<file path="config.mk">
export PLATFORM = sky130hd
export DESIGN_NAME = imp_cal_seq
export DESIGN_NICKNAME = d
export VERILOG_FILES = /design/src/rtl/imp_cal_pkg.sv /design/src/rtl/imp_cal_order.sv /design/src/rtl/imp_cal_settle.sv /design/src/rtl/imp_cal_pack.sv /design/src/rtl/imp_cal_seq.sv
export SDC_FILE = /design/constraint.sdc
export NUM_CORES = 1
export LEC_CHECK = 0
export CAP_MARGIN = 20
export CORE_MARGIN = 8
export CORE_UTILIZATION = 40
export DETAILED_ROUTE_END_ITERATION = 12
export HOLD_SLACK_MARGIN = 0.02
export PLACE_DENSITY = 0.7
export REMOVE_ABC_BUFFERS = 1
export SYNTH_ARGS = -nofsm -noshare
export SYNTH_HDL_FRONTEND = slang
export SYNTH_SLANG_ARGS = --single-unit
</file>
<file path="constraint.sdc">
create_clock -name clk -period 3.68 [get_ports clk]
set_input_delay 0.552 -clock clk [delete_from_list [all_inputs] [get_ports clk]]
set_output_delay 0.552 -clock clk [all_outputs]
set_load 0.01 [all_outputs]
</file>
<file path="src/rtl/imp_cal_pkg.sv">
package imp_cal_pkg;
   typedef enum logic [1:0] {
      STG_IDLE   = 2'd0,
      STG_PULLUP = 2'd1,
      STG_TERM   = 2'd2
   } stage_e;
endpackage

</file>
<file path="src/rtl/imp_cal_order.sv">
// Trial code stepper: ascending order with an optional skipped range.
module imp_cal_order #(
   parameter int CODE_W   = 5,
   parameter bit SKIP_EN  = 1'b1,
   parameter int GAP_FROM = 15,
   parameter int GAP_TO   = 29
) (
   input  logic              clk,
   input  logic              rst_n,
   input  logic              restart_i,
   input  logic              step_i,
   output logic [CODE_W-1:0] code_o,
   output logic              last_o
);
   localparam logic [CODE_W-1:0] CODE_MAX = {CODE_W{1'b1}};
   localparam logic [CODE_W-1:0] FROM_C   = CODE_W'(GAP_FROM);
   localparam logic [CODE_W-1:0] TO_C     = CODE_W'(GAP_TO);

   generate
      if (SKIP_EN && (GAP_TO <= GAP_FROM + 1 || GAP_TO > (1 << CODE_W) - 1)) begin : g_bad_gap
         $error("imp_cal_order: skip range does not fit the code width");
      end
   endgenerate

   logic [CODE_W-1:0] code_q;
   logic [CODE_W-1:0] nxt;

   generate
      if (SKIP_EN) begin : g_skip
         always_comb nxt = (code_q == FROM_C) ? TO_C : code_q + 1'b1;
      end else begin : g_linear
         always_comb nxt = code_q + 1'b1;
      end
   endgenerate

   always_ff @(posedge clk or negedge rst_n) begin
      if (!rst_n)                    code_q <= '0;
      else if (restart_i)            code_q <= '0;
      else if (step_i && !last_o)    code_q <= nxt;
   end

   assign code_o = code_q;
   assign last_o = (code_q == CODE_MAX);

   assert_code_hold_R2: assert property (@(posedge clk) disable iff (!rst_n)
      (!step_i && !restart_i) |=> $stable(code_q));

   generate
      if (SKIP_EN) begin : g_skip_chk
         assert_gap_jump_R1: assert property (@(posedge clk) disable iff (!rst_n)
            (step_i && !restart_i && code_q == FROM_C) |=> (code_q == TO_C));
         assert_gap_never_R1: assert property (@(posedge clk) disable iff (!rst_n)
            !(code_q > FROM_C && code_q < TO_C));
      end
   endgenerate
endmodule

</file>
<file path="src/rtl/imp_cal_settle.sv">
// Settle down-counter: reloads on each applied code, expires at zero.
module imp_cal_settle #(
   parameter int CNT_W = 12
) (
   input  logic             clk,
   input  logic             rst_n,
   input  logic             load_i,
   input  logic [CNT_W-1:0] len_i,
   output logic             expire_o
);
   generate
      if (CNT_W < 1) begin : g_bad_w
         $error("imp_cal_settle: counter width must be positive");
      end
   endgenerate

   logic [CNT_W-1:0] cnt_q;

   always_ff @(posedge clk or negedge rst_n) begin
      if (!rst_n)             cnt_q <= '0;
      else if (load_i)        cnt_q <= len_i;
      else if (cnt_q != '0)   cnt_q <= cnt_q - 1'b1;
   end

   assign expire_o = (cnt_q == '0);

   assert_settle_step_R2: assert property (@(posedge clk) disable iff (!rst_n)
      (!load_i && cnt_q != '0) |=> (cnt_q == $past(cnt_q) - 1'b1));
endmodule

</file>
<file path="src/rtl/imp_cal_pack.sv">
// Mode-dependent packing and small-value scaling of the result slots.
module imp_cal_pack #(
   parameter int RES_W     = 8,
   parameter int FIXED_PD  = 9,
   parameter int PAD_HI    = 15,
   parameter int SCALE_LIM = 3,
   parameter int SCALE_MUL = 3
) (
   input  logic             term_i,
   input  logic [RES_W-1:0] pu_i,
   input  logic [RES_W-1:0] tm_i,
   output logic [RES_W-1:0] slot_o [4]
);
   localparam logic [RES_W-1:0] PD_C  = RES_W'(FIXED_PD);
   localparam logic [RES_W-1:0] PAD_C = RES_W'(PAD_HI);
   localparam logic [RES_W-1:0] LIM_C = RES_W'(SCALE_LIM);

   generate
      if (SCALE_LIM * SCALE_MUL >= (1 << RES_W)) begin : g_bad_scale
         $error("imp_cal_pack: scaled value overflows the result width");
      end
   endgenerate

   function automatic logic [RES_W-1:0] scale(input logic [RES_W-1:0] v);
      return (v <= LIM_C) ? RES_W'(v * RES_W'(SCALE_MUL)) : v;
   endfunction

   always_comb begin
      if (term_i) begin
         slot_o[0] = scale(pu_i);
         slot_o[1] = scale(PD_C);
         slot_o[2] = '0;
         slot_o[3] = scale(tm_i);
      end else begin
         slot_o[0] = pu_i;
         slot_o[1] = tm_i;
         slot_o[2] = '0;
         slot_o[3] = PAD_C;
      end
   end
endmodule

</file>
<file path="src/rtl/imp_cal_seq.sv">
// Two-stage impedance calibration sweep sequencer (top).
module imp_cal_seq
   import imp_cal_pkg::*;
#(
   parameter int CODE_W    = 5,
   parameter int RES_W     = 8,
   parameter int SETTLE_W  = 12,
   parameter int VREF_W    = 6,
   parameter int VREF_TERM = 27,
   parameter int VREF_PU   = 40,
   parameter int VREF_PD   = 33,
   parameter int VREF_TRK  = 22,
   parameter bit SKIP_EN   = 1'b1,
   parameter int GAP_FROM  = 15,
   parameter int GAP_TO    = 29,
   parameter int FIXED_PD  = 9,
   parameter int PAD_HI    = 15,
   parameter int SCALE_LIM = 3,
   parameter int SCALE_MUL = 3
) (
   input  logic                clk,
   input  logic                rst_n,
   input  logic                start_i,
   input  logic                term_on_i,
   input  logic                cmp_i,
   input  logic [SETTLE_W-1:0] settle_cycles_i,
   output logic [CODE_W-1:0]   pu_field_o,
   output logic [CODE_W-1:0]   pd_field_o,
   output logic [1:0]          stage_o,
   output logic [VREF_W-1:0]   vref_o,
   output logic                done_o,
   output logic [RES_W-1:0]    res0_o,
   output logic [RES_W-1:0]    res1_o,
   output logic [RES_W-1:0]    res2_o,
   output logic [RES_W-1:0]    res3_o
);
   localparam logic [RES_W-1:0] NONE   = {RES_W{1'b1}};
   localparam int               PAD_W  = RES_W - CODE_W;

   generate
      if (RES_W <= CODE_W) begin : g_bad_res
         $error("imp_cal_seq: result width must exceed code width");
      end
      if (VREF_TERM >= (1 << VREF_W) || VREF_PU >= (1 << VREF_W) ||
          VREF_PD >= (1 << VREF_W) || VREF_TRK >= (1 << VREF_W)) begin : g_bad_vref
         $error("imp_cal_seq: reference value exceeds its width");
      end
   endgenerate

   stage_e            stage_q;
   logic              term_q;
   logic              done_q;
   logic [RES_W-1:0]  pu_res_q;
   logic [RES_W-1:0]  tm_res_q;
   logic [RES_W-1:0]  res_q [4];

   logic [CODE_W-1:0] code;
   logic              last;
   logic              expire;
   logic              busy, go, sample;
   logic              pu_hit, pu_end, tm_hit, tm_end;
   logic [RES_W-1:0]  tm_final;
   logic [RES_W-1:0]  packed_slot [4];

   assign busy   = (stage_q != STG_IDLE);
   assign go     = start_i && !busy;
   assign sample = busy && expire;
   assign pu_hit = (stage_q == STG_PULLUP) && sample && cmp_i;
   assign pu_end = pu_hit || ((stage_q == STG_PULLUP) && sample && last);
   assign tm_hit = (stage_q == STG_TERM) && sample && !cmp_i;
   assign tm_end = tm_hit || ((stage_q == STG_TERM) && sample && last);
   assign tm_final = tm_hit ? {{PAD_W{1'b0}}, code} : tm_res_q;

   imp_cal_order #(
      .CODE_W(CODE_W), .SKIP_EN(SKIP_EN), .GAP_FROM(GAP_FROM), .GAP_TO(GAP_TO)
   ) u_order (
      .clk(clk), .rst_n(rst_n), .restart_i(go || pu_end), .step_i(sample),
      .code_o(code), .last_o(last)
   );

   imp_cal_settle #(.CNT_W(SETTLE_W)) u_settle (
      .clk(clk), .rst_n(rst_n), .load_i(go || sample),
      .len_i(settle_cycles_i), .expire_o(expire)
   );

   imp_cal_pack #(
      .RES_W(RES_W), .FIXED_PD(FIXED_PD), .PAD_HI(PAD_HI),
      .SCALE_LIM(SCALE_LIM), .SCALE_MUL(SCALE_MUL)
   ) u_pack (
      .term_i(term_q), .pu_i(pu_res_q), .tm_i(tm_final), .slot_o(packed_slot)
   );

   always_ff @(posedge clk or negedge rst_n) begin
      if (!rst_n) begin
         stage_q  <= STG_IDLE;
         term_q   <= 1'b0;
         done_q   <= 1'b0;
         pu_res_q <= '0;
         tm_res_q <= '0;
         for (int i = 0; i < 4; i++) res_q[i] <= '0;
      end else begin
         done_q <= tm_end;
         if (go) begin
            stage_q  <= STG_PULLUP;
            term_q   <= term_on_i;
            pu_res_q <= NONE;
            tm_res_q <= NONE;
         end
         if (pu_end) begin
            stage_q <= STG_TERM;
            if (pu_hit) pu_res_q <= {{PAD_W{1'b0}}, code};
         end
         if (tm_end) begin
            stage_q  <= STG_IDLE;
            tm_res_q <= tm_final;
            for (int i = 0; i < 4; i++) res_q[i] <= packed_slot[i];
         end
      end
   end

   always_comb begin
      pu_field_o = '0;
      pd_field_o = '0;
      case (stage_q)
         STG_PULLUP: pu_field_o = code;
         STG_TERM: begin
            pu_field_o = pu_res_q[CODE_W-1:0];
            pd_field_o = code;
         end
         default: ;
      endcase
   end

   always_comb begin
      if (term_q) vref_o = VREF_W'(VREF_TERM);
      else begin
         case (stage_q)
            STG_PULLUP: vref_o = VREF_W'(VREF_PU);
            STG_TERM:   vref_o = VREF_W'(VREF_PD);
            default:    vref_o = VREF_W'(VREF_TRK);
         endcase
      end
   end

   assign stage_o = stage_q;
   assign done_o  = done_q;
   assign res0_o  = res_q[0];
   assign res1_o  = res_q[1];
   assign res2_o  = res_q[2];
   assign res3_o  = res_q[3];

   assert_done_pulse_R8: assert property (@(posedge clk) disable iff (!rst_n)
      done_q |=> !done_q);
   assert_done_idle_R8: assert property (@(posedge clk) disable iff (!rst_n)
      done_q |-> (stage_q == STG_IDLE));
   assert_result_hold_R8: assert property (@(posedge clk) disable iff (!rst_n)
      (stage_q == STG_IDLE) |=> ($stable(res_q[0]) && $stable(res_q[1]) &&
                                 $stable(res_q[2]) && $stable(res_q[3])));
   assert_stage_order_R4: assert property (@(posedge clk) disable iff (!rst_n)
      (stage_q == STG_TERM) |=> (stage_q != STG_PULLUP));
   assert_mode_locked_R9: assert property (@(posedge clk) disable iff (!rst_n)
      busy |=> $stable(term_q));
   assert_pu_held_R4: assert property (@(posedge clk) disable iff (!rst_n)
      (stage_q == STG_TERM) |=> $stable(pu_field_o) || (stage_q == STG_IDLE));
endmodule

</file>
* Yosys cells after proc, flatten, opt, wreduce, memory -nomap -nowiden *
Index checks and enable logic that the tools add are counted.

word-level totals
  register bits after elaboration = 69
  bits in latches = 0
  RAM bits = 0
  memory bits (read-only) = 0
  input port bits = 17
  memories = 0

operators by class
  add/subtract/negate cells = 2
  multipliers = 2
  div/mod/pow operators = 0
  order comparisons = 2
  eq/ne operators = 4
  shifts and indexed selects = 0
  mux-type cells = 21
  bitwise gates (word level) = 0
  reduce and logical (&&, ||, !) cells = 23

operator list
  cell                                                 number
  two-way mux 8 bit                                    8
  two-way mux 32 bit                                   1
  two-way mux 12 bit                                   2
  two-way mux 5 bit                                    4
  <= comparator 8 x 2 -> 1 bit, second input constant  2
  multiplier 8 x 2 -> 8 bit, second input constant     2
  zero test 12 bit                                     1
  one-hot mux 6 bit (2 select lines)                   1
  nonzero test 12 bit                                  1
  subtractor 12 x 1 -> 12 bit, second input constant   1
  one-hot mux 5 bit (2 select lines)                   1
  logical AND 1 bit                                    9
  nonzero test 2 bit                                   4
  two-way mux 2 bit                                    3
  two-way mux 6 bit                                    1
  adder 5 x 1 -> 5 bit, second input constant          1
  equality test 5 x 4 -> 1 bit, second input constant  1
  equality test 5 bit, second input constant           1
  logical OR 1 bit                                     4
  zero test 1 bit                                      3
  nonzero test 3 bit                                   1
  equality test 2 x 1 -> 1 bit, second input constant  1
  equality test 2 bit, second input constant           1

* Longest topological paths before layout *
  depth in word-level cells = 8
  gate-level depth with buffers = 14

* Hierarchy *
Synthesis repeated with hierarchy kept, for this count alone.

unflattened totals
  cells, all modules = 427
  area total of the unflattened synthesis = 4395.5 sq um

modules (own cells, without submodules)
  module          times used  cells an instance  area an instance (sq um)
  imp_cal_seq     1           191                2393.5
  imp_cal_pack    1           137                967.2
  imp_cal_settle  1           72                 730.7
  imp_cal_order   1           27                 304.0

* Least setup slack after synthesis *
OpenSTA, ideal clock, no wires.

  path kind = reg-to-reg
  start = register stage_q[0] (netlist: stage_o[0])
  end = register res_q (netlist bit res3_o[7])
  arrival time = 2925 ps
  data required time = 3552 ps
  slack = 627 ps
  cell stages (with the launch flop) = 15
  buffers on the path = 1
  period minus slack after synthesis = 3053 ps
  path through = dfrtp_1 inv_1 ha_1 nor4b_1 nand4_1 buf_4 nand2_1 ha_1 or4b_2 nor2_1 mux2_2 or2_0 nor3_1 a21oi_1 o21ai_0

between the ends
  word-level cells in the longest chain between the ends = 8
  elaborated cells on any way between the ends = 12
  classes of those cells = mul: 1; order compare: 1; eq/ne: 1; mux: 3; reduce/logical: 6

ends and longest elaborated chain
  element                                                                           line                                  text
  start: declaration                                                                imp_cal_seq.sv:50                     stage_e stage_q;
  start signal: assignment                                                          imp_cal_seq.sv:95                     stage_q <= STG_IDLE;
  start signal: assignment                                                          imp_cal_seq.sv:104                    stage_q <= STG_PULLUP;
  start signal: assignment                                                          imp_cal_seq.sv:110                    stage_q <= STG_TERM;
  nonzero test 2 bit                                                                imp_cal_seq.sv:65                     assign busy = (stage_q != STG_IDLE);
  logical AND 1 bit                                                                 imp_cal_seq.sv:67                     assign sample = busy && expire;
  logical AND 1 bit *                                                               imp_cal_seq.sv:70, imp_cal_seq.sv:71
  logical AND 1 bit                                                                 imp_cal_seq.sv:70                     assign tm_hit = (stage_q == STG_TERM) && sample && !cmp_i;
  two-way mux 8 bit                                                                 imp_cal_seq.sv:72                     assign tm_final = tm_hit ? {{PAD_W{1'b0}}, code} : tm_res_q;
  multiplier 8 x 2 -> 8 bit / <= comparator 8 x 2 -> 1 bit (equally long branches)  imp_cal_pack.sv:25                    return (v <= LIM_C) ? RES_W'(v * RES_W'(SCALE_MUL)) : v;
  two-way mux 8 bit                                                                 imp_cal_pack.sv:25
  two-way mux 32 bit                                                                imp_cal_pack.sv:29                    if (term_i) begin
  end: declaration                                                                  imp_cal_seq.sv:55                     logic [RES_W-1:0] res_q [4];

Mark *: on every way between the ends. The rest lies on a longest branch, timed or not.
A chain may end at the register's enable or synchronous reset.

* Worst setup path after layout *
  start = register u_settle.cnt_q[0]
  end = register res_q (netlist bit res3_o[7])

between the ends
  word-level cells in the longest chain between the ends = 8
  elaborated cells on any way between the ends = 11
  classes of those cells = mul: 1; order compare: 1; mux: 3; reduce/logical: 6

ends and longest elaborated chain
  element                                                                           line                                  text
  start: declaration                                                                imp_cal_settle.sv:17                  logic [CNT_W-1:0] cnt_q;
  start signal: assignment                                                          imp_cal_settle.sv:21                  else if (load_i) cnt_q <= len_i;
  start signal: assignment                                                          imp_cal_settle.sv:22                  else if (cnt_q != '0) cnt_q <= cnt_q - 1'b1;
  zero test 12 bit *                                                                imp_cal_settle.sv:25                  assign expire_o = (cnt_q == '0);
  logical AND 1 bit *                                                               imp_cal_seq.sv:67
  logical AND 1 bit *                                                               imp_cal_seq.sv:70, imp_cal_seq.sv:71
  logical AND 1 bit                                                                 imp_cal_seq.sv:70
  two-way mux 8 bit                                                                 imp_cal_seq.sv:72
  multiplier 8 x 2 -> 8 bit / <= comparator 8 x 2 -> 1 bit (equally long branches)  imp_cal_pack.sv:25
  two-way mux 8 bit                                                                 imp_cal_pack.sv:25
  two-way mux 32 bit                                                                imp_cal_pack.sv:29

Marked as above.

==> impl_metrics.py <==
metrics = {
    "outcome": {
        "run_status": "finished, final reports clean",
    },
    "critical_path": {
        "path_max_fanout": 7,
        "timing.critical_path.depth": 13,
        "cp_data_required_time_ns": 3.89,
        "cp.buffers_inverters": 1,
        "endpoint": "res3_o[7]",
        "worst-r2r-cell-count": 13,
        "critical-path-max-stage-delay_ns": 0.62,
        "crit_slowest_cell": "sky130_fd_sc_hd__or4b_2",
        "critical_path.reg2reg.endpoint": "res3_o[7]",
        "startpoint_class_of_the_critical_path": "flip-flop",
        "worstPathCellList": "inv_1 -> ha_1 -> nor4b_2 -> nand4_1 -> nand2_1 -> ha_1 -> or4b_2 -> nor2_1 -> mux2_2 -> or2_0 -> nor3_1 -> a21oi_1 -> o21ai_0",
        "critical_path_s_most_frequent_cell": "sky130_fd_sc_hd__ha_1",
        "r2r-start": "u_settle.cnt_q[0]",
        "cell_family_with_most_cp_delay": "simple AND/OR/NAND/NOR gates",
        "cp.arrival_ns": 3.45,
        "critPathKind": "flip-flop to flip-flop",
        "timing.reg2reg.setup_slack_ns": 0.44,
        "critical_path.endpoint_type": "flip-flop",
        "setup.worst_path.start": "u_settle.cnt_q[0]",
    },
    "logic_synthesis": {
        "synth_async_sr_flop_share": 1.00,
        "syn-mean-instance-area_um2": 8.77,
        "sequential_to_total_area_share_from_yosys_stat": 0.392,
        "synth_ff_type": "sky130_fd_sc_hd__dfrtp_1",
        "netlist_instances": 444,
        "number_of_enable_type_register_cells_in_the_synthesized_netlist": 0,
        "synthTopCellsByArea": "sky130_fd_sc_hd__dfrtp_1 (39%), sky130_fd_sc_hd__ha_1 (7.7%), sky130_fd_sc_hd__a21oi_1 (4.4%)",
        "yosys.area.top_type": "sky130_fd_sc_hd__dfrtp_1",
        "post_synth_num_cell_types": 59,
        "yosys_warnings": 0,
        "fraction_of_post_synthesis_cell_area_in_the_top_cell_type_by_area": 0.392,
        "synth_seq_cells": 61,
        "syn_area_mm2": 0.00389,
    },
    "floorplanning": {
        "floorplan.initialDensity": 0.406,
        "floorplan.die.width_um": 115,
        "fp.dieArea_mm2": 0.0132,
        "core_area_mm2": 0.00959,
        "rows": 36,
        "die_y_um": 115,
        "boundaryPins": 68,
    },
    "pwr": {
        "p_switching_uw": 607,
        "p_sw_frac": 0.311,
        "clkPwrFrac": 0.328,
        "power_density_mw_per_mm2": 408,
        "internal_power_mw": 1.35,
        "power.leakage_nw": 2.21,
        "comb_power_share": 0.241,
        "total_power_mw": 1.95,
        "ir_worst_vdd_uv": 309,
        "power_share_of_the_sequential_group": 0.431,
    },
    "global_routing": {
        "grt_max_degree": 44,
        "grt_antenna_before_repair": 0,
        "grt_first_pass_wirelength_um": 16200,
        "grt.overflow.total": 0,
        "global_router_s_overall_resource_usage": 0.153,
        "grt_pass1_vias": 3398,
    },
    "cells_and_area": {
        "mostFrequentLayoutCells": "sky130_fd_sc_hd__dfrtp_1 (61), sky130_fd_sc_hd__clkdlybuf4s50_1 (58), sky130_fd_sc_hd__nor2_1 (43), sky130_fd_sc_hd__nand2_1 (43)",
        "final_design_utilization": 0.499,
        "drive_above_1_share": 0.0833,
        "layout.cells.most_common": "sky130_fd_sc_hd__dfrtp_1",
        "area_growth_pct": 22.8,
        "antenna-diode-count": 0,
        "finish.net_count": 541,
    },
    "timing": {
        "final-hold-violation-count": 0,
        "clock_skew_ns": 0.0126,
        "worst_max_slew_pin_slew_ns": 1.04,
        "fin_setup_tns_ns": 0,
        "period_minus_slack_ns": 3.24,
        "rsz0062_at_grt": "no",
        "timing.final.setup_violations": 0,
        "max_freq_ghz": 0.309,
        "final.period_utilization": 0.880,
        "relSlewSlack": 0.308,
        "report.final.slew_viol_count": 0,
    },
    "clock_tree": {
        "cts_made_buffers": 9,
        "htreeDepth": 3,
        "insertion_delay_ns": 0.34,
        "clkSinkCount": 61,
        "clockBufferDepth": 2,
        "holdBufCountCts": 0,
        "postCtsSetupBuffers": 0,
        "cts_tree": "built",
        "clkSlewWorstSetupHoldPaths_ns": 0.07,
        "post_cts_resized": 0,
        "cts-root-buf": "sky130_fd_sc_hd__clkbuf_8",
    },
    "placed_design": {
        "post-dp-hpwl_um": 7010,
        "finalWeightedCongestion": 0.811,
        "port_buffers": 59,
    },
    "routing": {
        "drcViolationCount": 0,
        "drt_pre_antenna_iters": 4,
        "postRouteAntennaNets": 0,
        "routed_wire_length_per_instance_um": 15.1,
        "per_cell_via_count_in_the_routed_design": 5.27,
        "vias": 3360,
        "drt-total-wl_um": 9600,
        "drt_iter0_markers": 163,
    },
    "hold_path": {
        "timing.hold.worst.class": "primary input to asynchronous set/reset pin",
    },
    "run": {
        "max-cap-violations": 0,
    },
}
==> through the flow <==
stage,hold WS (ns),area [um^2],instances,worst slack (ns)
6_report,0.110,4780,637,0.442
5_1_grt,0.108,4780,637,0.222
4_1_cts,0.413,4760,636,0.443
3_5_place_dp,0.469,4560,620,0.244
3_3_place_gp,0.458,4560,620,0.336
2_1_floorplan,0.256,3740,419,0.0763
==> registers in the layout (all words and copies together) (netlist names) <==
signal	flops
u_settle.cnt_q	12
pu_res_q	8
res0_o	8
res1_o	8
res3_o	8
tm_res_q	8
u_order.code_o	5
stage_o	2
done_o	1
term_q	1
==> power groups by stage <==
stage | logic (mW) | registers [mW] | clock network (mW)
after global routing | 0.531 | 0.856 | 0.683
after detailed placement | 0.469 | 0.852 | 0
final | 0.471 | 0.841 | 0.641
after global placement | 0.455 | 0.850 | 0
after CTS | 0.473 | 0.842 | 0.652
after floorplan | 0.298 | 0.829 | 0
==> Yosys cell counts, drive strengths merged, types with 2 or more instances <==
library cell / count
or3: 7
nor4: 3
a21oi: 34
a31oi: 9
and2: 7
a221o: 2
o211ai: 3
inv: 27
a22oi: 11
or2: 6
nand3: 8
clkbuf: 17
xor2: 6
nor3b: 2
or4b: 2
mux2i: 7
a21o: 7
a21boi: 4
nor2b: 11
o21ai: 35
o31ai: 3
nor3: 13
a311oi: 2
xnor2: 6
dfrtp: 61
buf: 15
nor2: 44
ha: 24
nand2b: 3
nand4b: 2
nand2: 43
nor4b: 2
a211oi: 3
and3: 2
==> final cells by class <==
class                           instances  area (um^2)
Multi-Input combinational cell        331         2110
Sequential cell                        61         1530
Fill cell                             916         4810
Clock inverter                          5         75.1
Timing Repair Buffer                   69          673
Inverter                               27          106
Tap cell                              133          166
Clock buffer                           11          131
==> worst reg2reg max path: stages, from the launching register on <==
cell	delay [ns]
sky130_fd_sc_hd__dfrtp_1	0.40
sky130_fd_sc_hd__inv_1	0.13
sky130_fd_sc_hd__ha_1	0.17
sky130_fd_sc_hd__nor4b_2	0.33
sky130_fd_sc_hd__nand4_1	0.25
sky130_fd_sc_hd__nand2_1	0.21
sky130_fd_sc_hd__ha_1	0.18
sky130_fd_sc_hd__or4b_2	0.62
sky130_fd_sc_hd__nor2_1	0.10
sky130_fd_sc_hd__mux2_2	0.23
sky130_fd_sc_hd__or2_0	0.17
sky130_fd_sc_hd__nor3_1	0.07
sky130_fd_sc_hd__a21oi_1	0.17
sky130_fd_sc_hd__o21ai_0	0.10
==> worst min-delay path by stage <==
stage / start / end / cells past startpoint
finish: rst_n / u_settle.cnt_q[1] / 1
global route: rst_n / u_settle.cnt_q[5] / 1
CTS: rst_n / res0_o[5] / 1
detailed placement: res3_o[3] / res3_o[3] / 1
global placement: res0_o[0] / res0_o[0] / 2
floorplan: rst_n / done_o / 0
==> per-layer routing <==
metal / wire, um / vias up / global-route usage
li1: - / 1640 / -
met1: 4220 / 1624 / 0.187
met2: 4700 / 85 / 0.258
met3: 542 / 11 / 0.0301
met4: 142 / 0 / 0.0603
met5: 0 / - / 0
==> logic make-up after synthesis <==
kind of cell / synth area share
AND/OR/NAND/NOR: 0.208
other: 0.000963
AO/OA/AOI/OAI: 0.192
buffers and inverters: 0.0742
XOR/XNOR: 0.0270
flip-flops: 0.392
multiplexers: 0.0241
adder cells (fa/ha/maj): 0.0822
Power figures use the tool's default switching activity.
